File: src/rtl/wb4_pkg.sv
`timescale 1ns/1ps
package wb4_pkg;
   localparam int LANE_W     = 9;
   localparam int BEATS      = 4;
   localparam int BEAT_IDX_W = $clog2(BEATS);
endpackage

File: src/rtl/wb4_sched.sv
`timescale 1ns/1ps
// Command capture, single-entry holding register and beat sequencing.
module wb4_sched import wb4_pkg::*; #(
   parameter  int AW = 6,
   localparam int UW = AW - BEAT_IDX_W
) (
   input  logic          clk,
   input  logic          rst_n,
   input  logic          k_phase,
   input  logic          wr_n,
   input  logic [AW-1:0] cmd_addr,
   output logic          we,
   output logic [AW-1:0] waddr
);
   logic                  busy;
   logic [BEAT_IDX_W-1:0] cnt;
   logic [UW-1:0]         base;
   logic                  q_vld;
   logic [UW-1:0]         q_base;
   logic                  start;
   logic                  take;
   logic                  last;

   // A held command launches its beat 0 on a K edge when no burst runs.
   assign start = k_phase & q_vld & ~busy;
   // The holding slot accepts a command when empty or emptied this edge.
   assign take  = k_phase & ~wr_n & (~q_vld | start);
   assign last  = busy & (cnt == BEAT_IDX_W'(BEATS - 1));

   always_ff @(posedge clk or negedge rst_n) begin
      if (!rst_n) begin
         busy   <= 1'b0;
         cnt    <= '0;
         base   <= '0;
         q_vld  <= 1'b0;
         q_base <= '0;
      end else begin
         if (take) begin
            q_vld  <= 1'b1;
            q_base <= cmd_addr[AW-1:BEAT_IDX_W];
         end else if (start) begin
            q_vld  <= 1'b0;
         end
         if (start) begin
            busy <= 1'b1;
            cnt  <= BEAT_IDX_W'(1);
            base <= q_base;
         end else if (busy) begin
            cnt <= cnt + BEAT_IDX_W'(1);
            if (last) busy <= 1'b0;
         end
      end
   end

   assign we    = busy | start;
   assign waddr = busy ? {base, cnt} : {q_base, {BEAT_IDX_W{1'b0}}};

   // a burst's first word is written on a K edge
   p_beat0_on_k_r3: assert property (@(posedge clk) disable iff (!rst_n)
      (we && waddr[BEAT_IDX_W-1:0] == '0) |-> k_phase);

   // low address bits step by one on consecutive edges within a burst
   p_beat_seq_r2: assert property (@(posedge clk) disable iff (!rst_n)
      (we && waddr[BEAT_IDX_W-1:0] != BEAT_IDX_W'(BEATS - 1)) |=>
      (we && waddr[BEAT_IDX_W-1:0] == $past(waddr[BEAT_IDX_W-1:0]) + BEAT_IDX_W'(1)));

   // the upper address stays fixed during a burst
   p_base_hold_r2: assert property (@(posedge clk) disable iff (!rst_n)
      (we && waddr[BEAT_IDX_W-1:0] != BEAT_IDX_W'(BEATS - 1)) |=>
      (waddr[AW-1:BEAT_IDX_W] == $past(waddr[AW-1:BEAT_IDX_W])));

   // a held command is never lost on a K-bar edge
   p_hold_kbar_r5: assert property (@(posedge clk) disable iff (!rst_n)
      (q_vld && !k_phase) |=> q_vld);

   // a held command follows the last beat without a gap
   p_gapless_r4: assert property (@(posedge clk) disable iff (!rst_n)
      (last && q_vld) |=> (we && waddr[BEAT_IDX_W-1:0] == '0));
endmodule

File: src/rtl/wb4_lane_mem.sv
`timescale 1ns/1ps
// One 9-bit lane of the array with its own write enable and registered read.
module wb4_lane_mem import wb4_pkg::*; #(
   parameter  int AW = 6,
   localparam int DEPTH = 1 << AW
) (
   input  logic              clk,
   input  logic              rst_n,
   input  logic              we,
   input  logic              en_n,
   input  logic [AW-1:0]     waddr,
   input  logic [LANE_W-1:0] wdata,
   input  logic [AW-1:0]     raddr,
   output logic [LANE_W-1:0] rdata
);
   logic [LANE_W-1:0] mem [DEPTH];

   always_ff @(posedge clk) begin
      if (we && !en_n) mem[waddr] <= wdata;
   end

   always_ff @(posedge clk or negedge rst_n) begin
      if (!rst_n) rdata <= '0;
      else        rdata <= mem[raddr];
   end

   // read data is zero while reset is applied
   p_rd_reset_r9: assert property (@(posedge clk) !rst_n |-> rdata == '0);
endmodule

File: src/rtl/wb4_write_port.sv
`timescale 1ns/1ps
module wb4_write_port import wb4_pkg::*; #(
   parameter  int DW    = 36,
   parameter  int AW    = 6,
   localparam int LANES = DW / LANE_W
) (
   input  logic             clk,
   input  logic             rst_n,
   input  logic             k_phase,
   input  logic             wr_n,
   input  logic [AW-1:0]    wr_addr,
   input  logic [DW-1:0]    din,
   input  logic [LANES-1:0] bw_n,
   input  logic [AW-1:0]    rd_addr,
   output logic [DW-1:0]    rd_data
);
   // supported configurations only
   if (DW != 2 * LANE_W && DW != 4 * LANE_W) begin : g_bad_dw
      $error("wb4_write_port: DW must be 18 or 36");
   end
   if (AW < BEAT_IDX_W + 1) begin : g_bad_aw
      $error("wb4_write_port: AW must be at least 3");
   end

   logic          we;
   logic [AW-1:0] waddr;

   wb4_sched #(.AW(AW)) u_sched (
      .clk      (clk),
      .rst_n    (rst_n),
      .k_phase  (k_phase),
      .wr_n     (wr_n),
      .cmd_addr (wr_addr),
      .we       (we),
      .waddr    (waddr)
   );

   for (genvar l = 0; l < LANES; l++) begin : g_lane
      wb4_lane_mem #(.AW(AW)) u_lane (
         .clk   (clk),
         .rst_n (rst_n),
         .we    (we),
         .en_n  (bw_n[l]),
         .waddr (waddr),
         .wdata (din[l*LANE_W +: LANE_W]),
         .raddr (rd_addr),
         .rdata (rd_data[l*LANE_W +: LANE_W])
      );
   end
endmodule

File: config.mk
export PLATFORM = sky130hd
export DESIGN_NAME = wb4_write_port
export DESIGN_NICKNAME = d
export VERILOG_FILES = /design/src/rtl/wb4_pkg.sv /design/src/rtl/wb4_sched.sv /design/src/rtl/wb4_lane_mem.sv /design/src/rtl/wb4_write_port.sv
export SDC_FILE = /design/constraint.sdc
export NUM_CORES = 2
export LEC_CHECK = 0
export ABC_CLOCK_PERIOD_IN_PS = 3250
export CAP_MARGIN = 10
export CORE_ASPECT_RATIO = 1.75
export CORE_MARGIN = 4
export CORE_UTILIZATION = 48
export DETAILED_ROUTE_END_ITERATION = 8
export PLACE_DENSITY = 0.72
export SYNTH_ARGS = -nofsm -noshare
export SYNTH_HDL_FRONTEND = slang
export SYNTH_SLANG_ARGS = --single-unit
File: constraint.sdc
create_clock -name clk -period 3.25 [get_ports clk]
set_input_delay 0.4875 -clock clk [delete_from_list [all_inputs] [get_ports clk]]
set_output_delay 0.4875 -clock clk [all_outputs]
set_load 0.01 [all_outputs]
# Yosys cells after proc, flatten, opt, wreduce, memory -nomap -nowiden
# Memory sizes are Yosys's and may differ from the RTL's. A register that Yosys moved wholly into a read port is not among the register bits.
# Index checks and enable logic that the tools add are counted.
# word_totals
ff_bits,12
mem_bits_rw,2304
in_bits,56
out_inout_bits,36
word_cells,51
mem_count,4
# memory_table
name,words,word_bits,rd,rd_clocked_by_memory_dff,wr,line,text
g_lane[0].u_lane.mem,64,9,1,1,1,wb4_lane_mem.sv:16,logic [LANE_W-1:0] mem [DEPTH];
g_lane[1].u_lane.mem,64,9,1,1,1,wb4_lane_mem.sv:16,
g_lane[2].u_lane.mem,64,9,1,1,1,wb4_lane_mem.sv:16,
g_lane[3].u_lane.mem,64,9,1,1,1,wb4_lane_mem.sv:16,
# classes
add_sub_neg,1
n_eq_ne,1
n_mux,16
n_bitwise,10
n_reduce_logical,14
# op_table
operator,n
$mux 1,13
$logic_not 1->1,8
$mux 6,1
$and 1x1->1,5
$logic_and 1x1->1,4
$mux 2,2
$reduce_bool 2->1,2
$not 1->1,3
$add 2x1->2 const B,1
$eq 2x2->1 const B,1
$or 1x1->1,2

# Logic depth before layout (Yosys ltp)
# depth
ltp_word,6
depth_mapped,10
ltp_nobuf,5

# Hierarchy
# From an unflattened synthesis, not the netlist that was laid out.
# unflattened
cells_unflattened,4145
area_unflattened_um2,91099.9
# modules_own_cells
mod,instances,cells_each,area_per_inst_um2,seq_area_each_um2
wb4_lane_mem,4,1026,22635.5,17521.8
wb4_sched,1,41,558.0,300.3

# Least setup slack after synthesis
# No wires, ideal clock.
# synth_path
path_type,in2reg
start,input port rd_addr[1]
end,register g_lane[1].u_lane.rdata[6] (read register of g_lane[1].u_lane.mem)
setup_ns,0.139
arrival_time_ns,2.327
required_ns,3.111
slack_ns,0.784
path_stages,7
path_buffers,3
path_cell_list,buf_4 > buf_2 > buf_1 > mux4_2 > mux4_2 > a22oi_1 > o221ai_1
# synth_lines
item,line,text
from (decl),wb4_write_port.sv:14,"input logic [AW-1:0] rd_addr,"
to (decl),wb4_lane_mem.sv:14,output logic [LANE_W-1:0] rdata

# Worst setup path in the final report
# layout_path
start,register u_sched.base[0]
end,memory g_lane[0].u_lane.mem[14][5] (enable)
# layout_between
elab_chain_cells,1
# layout_lines
item,line,text
from (decl),wb4_sched.sv:17,logic [UW-1:0] base;
from (signal assigned),wb4_sched.sv:47,base <= q_base;
$mux 6,wb4_sched.sv:56,"assign waddr = busy ? {base, cnt} : {q_base, {BEAT_IDX_W{1'b0}}};"
to (decl),wb4_lane_mem.sv:16,
# Every way passes these cells.

==> results.py <==
metrics = {
    "worst_setup_path": {
        "crit_chain": "nand4b_1 -> or2_2 -> nor2_1",
        "critPathLaunchType": "flip-flop",
        "cp_slowest_cell": "nor2_1",
        "arrival_ns": 3.49,
        "path_max_fanout": 10,
        "path_depth": 3,
        "slowest_delay_ns": 0.81,
        "rr_worst_depth": 3,
        "path_buf_inv": 0,
        "criticalPathCategory": "flip-flop to flip-flop",
        "worstSetupEndpointType": "flip-flop",
        "required_ns": 3.67,
        "r2r_setup_slack_ns": 0.18,
        "path_delay_family": "simple AND/OR/NAND/NOR gates",
    },
    "floorplan": {
        "start_util_pct": 48.4,
        "die-area_sq_um": 196000,
        "pin_count": 92,
        "row_count": 210,
        "core_sq_um": 187000,
        "chipWidth_microns": 336,
        "die_h_microns": 583,
    },
    "clock_tree": {
        "clk_latency_ns": 0.82,
        "path_clk_slew_ns": 0.06,
        "cts_tree": "built",
        "root_buffer": "clkbuf_16",
        "clock-sinks": 2352,
        "cts_max_level": 4,
        "cts.repair.resized": 0,
        "holdBufCountCts": 2,
        "post_cts_buffers": 0,
        "cts_buffers": 191,
        "cts.path.max_buffers": 4,
    },
    "pwr": {
        "vdd_ir_drop_max_mv": 0.510,
        "total_leakage_power_nw": 32.9,
        "p_per_area_nw_per_um2": 613,
    },
    "place": {
        "portBuffers": 89,
        "pre_cts_slack_ns": 0.0815,
        "dpl_cell_area_sq_um": 97000,
        "place.gp.congestion": 0.818,
        "place.detailed.hpwl_microns": 144000,
    },
    "global_route": {
        "grtUsageTotal_pct": 22.6,
        "grt-ovfl-total": 0,
        "grt_max_degree": 65,
        "antenna_found_initial": 20,
        "grt_pass1_wl_microns": 320000,
        "grt_pass1_vias": 45300,
    },
    "yosys": {
        "yosysWarnings": 0,
        "syn-num-nets": 4087,
        "synthArstFlopShare_pct": 2.04,
        "netlist_instances": 4030,
        "ys_ff_latch": 2352,
        "yosysSeqAreaShare_pct": 77.7,
        "synth_area_sq_um": 90600,
        "synthFlopType": "edfxtp_1",
        "synth_edf_count": 2304,
        "yosys.cell_types.count": 39,
        "synth.avg_cell_area_sq_um": 22.5,
    },
    "detailed_routing": {
        "antenna_left": 0,
        "wl_per_cell_microns": 30.8,
        "drtIter0Drc": 4997,
        "totalWireLength_microns": 219000,
        "drc": 0,
        "firstDrtPassIters": 7,
        "via_per_inst": 6.07,
        "vias": 43200,
    },
    "timing": {
        "final-hold-violation-count": 0,
        "fmax_ghz": 0.326,
        "fin_crit_ns": 3.07,
        "finClkSkew_ns": 0.0379,
        "rsz0062_at_grt": "no",
        "worstMarginPinSlew_ns": 1.25,
        "setup_ws_ns": 0.183,
        "setup_viol": 0,
        "timing.final.max_slew_violations": 0,
        "timing.setup.tns_ns": 0,
        "period_share_pct": 94.4,
        "relSlewSlack_pct": 16.0,
    },
    "final_layout": {
        "num-fill-cells": 13600,
        "final_util_pct": 55.0,
        "fin_nets": 4572,
        "design_area_sq_um": 103000,
        "layout-drive-gt1-share_pct": 30.8,
        "syn2layout_area_growth_pct": 13.7,
    },
    "status": {
        "outcome": "finished clean",
    },
    "hold_path": {
        "hold_depth": 1,
        "min_path_type": "input pin to flip-flop",
    },
    "job": {
        "maxCapViolations": 0,
    },
}
-- layout make-up --
type / instances / area, sq um / area share, %
Inverter: 9 / 33.8 / 0.0328
Clock inverter: 99 / 803 / 0.780
Sequential cell: 2352 / 70400 / 68.3
Antenna cell: 13 / 32.5 / 0.0316
Tap cell: 2438 / 3050 / 2.96
Timing Repair Buffer: 519 / 4530 / 4.39
Multi-Input combinational cell: 1442 / 19100 / 18.5
Clock buffer: 236 / 5080 / 4.93
-- flip-flops by register name, indices dropped and copies added (netlist names) --
register,count
g_lane.u_lane.rdata,36
u_sched.q_vld,1
u_sched.base,4
u_sched.busy,1
u_sched.q_base,4
u_sched.cnt,2
g_lane.u_lane.mem,2304
-- logic make-up after synthesis --
logic type,share of synthesized area (%)
adder cells (fa/ha/maj),0.0138
multiplexers,17.7
buffers and inverters,1.28
AND/OR/NAND/NOR,2.21
AO/OA/AOI/OAI,1.11
flip-flops,77.7
-- synthesized netlist by cell type, types with 9 or more instances --
cell type	number	share of area (%)
buf_4	33	0.27
buf_6	9	0.11
o21ai_0	17	0.094
a21oi_1	17	0.094
mux4_2	642	16
edfxtp_1	2304	76
nand3_1	17	0.094
nor2_1	263	1.1
o211ai_1	25	0.21
dfrtp_1	48	1.3
buf_1	29	0.12
mux2_2	37	0.46
nand2_1	188	0.78
clkbuf_1	92	0.38
a22o_1	9	0.087
mux2i_1	116	1.3
a32oi_1	19	0.18
nor3_1	12	0.066
a22oi_1	29	0.24
buf_2	64	0.35
-- per-layer routing --
| metal | GRT usage (%) | share of wire (%) | up-vias |
|---|---|---|---|
| met1 | 27.2 | 34 | 22900 |
| met4 | 11.2 | 5.7 | 2 |
| met5 | 0 | 0.0064 | - |
| met3 | 2.81 | 6.7 | 458 |
| met2 | 40.2 | 54 | 2029 |
| li1 | - | - | 17800 |
-- worst register-to-register path, stage by stage (launching register included) --
cell and delay [ns]:
dfrtp_1 0.67, nand4b_1 0.63, or2_2 0.56, nor2_1 0.81
-- metrics by stage --
stage	hold slack [ns]	cells	power (W)
floorplan	0.192	4030	0.0382
CTS	0.155	7091	0.0635
global route	0.0787	7106	0.0651
global placement	0.477	6754	0.0413
finish	0.0849	7108	0.0631
detailed placement	0.487	6754	0.0415
-- placed cells by master, fill, tap and decap left out, types with 35 or more instances in the layout --
master and n:
nand2_1 184, clkdlybuf4s50_1 47, edfxtp_1 2304, buf_2 38, clkbuf_1 35, nor2_1 262
mux2_2 37, buf_4 382, clkinv_2 40, mux4_2 642, clkbuf_16 194, dfrtp_1 48
buf_12 46, mux2i_1 116
-- path summary, 6_finish.rpt --
path,from,to
hold reg to reg,u_sched.q_base[0],u_sched.q_base[0]
min in group asynchronous,rst_n,g_lane[0].u_lane.rdata[6]
setup reg to reg,u_sched.base[0],g_lane[0].u_lane.mem[14][5]
hold / removal,din[14],g_lane[1].u_lane.mem[51][5]
max in group asynchronous,rst_n,g_lane[3].u_lane.rdata[6]
setup / recovery,u_sched.base[0],g_lane[0].u_lane.mem[14][5]
-- where the power goes --
group / internal (W) / total [W] / leakage, nW / switching, W
Clock: 0.0121 / 0.0223 / 2.88 / 0.0102
Sequential: 0.0343 / 0.0347 / 21.3 / 0.000379
Combinational: 0.00215 / 0.00621 / 8.73 / 0.00406
Power figures use the tool's default switching activity.
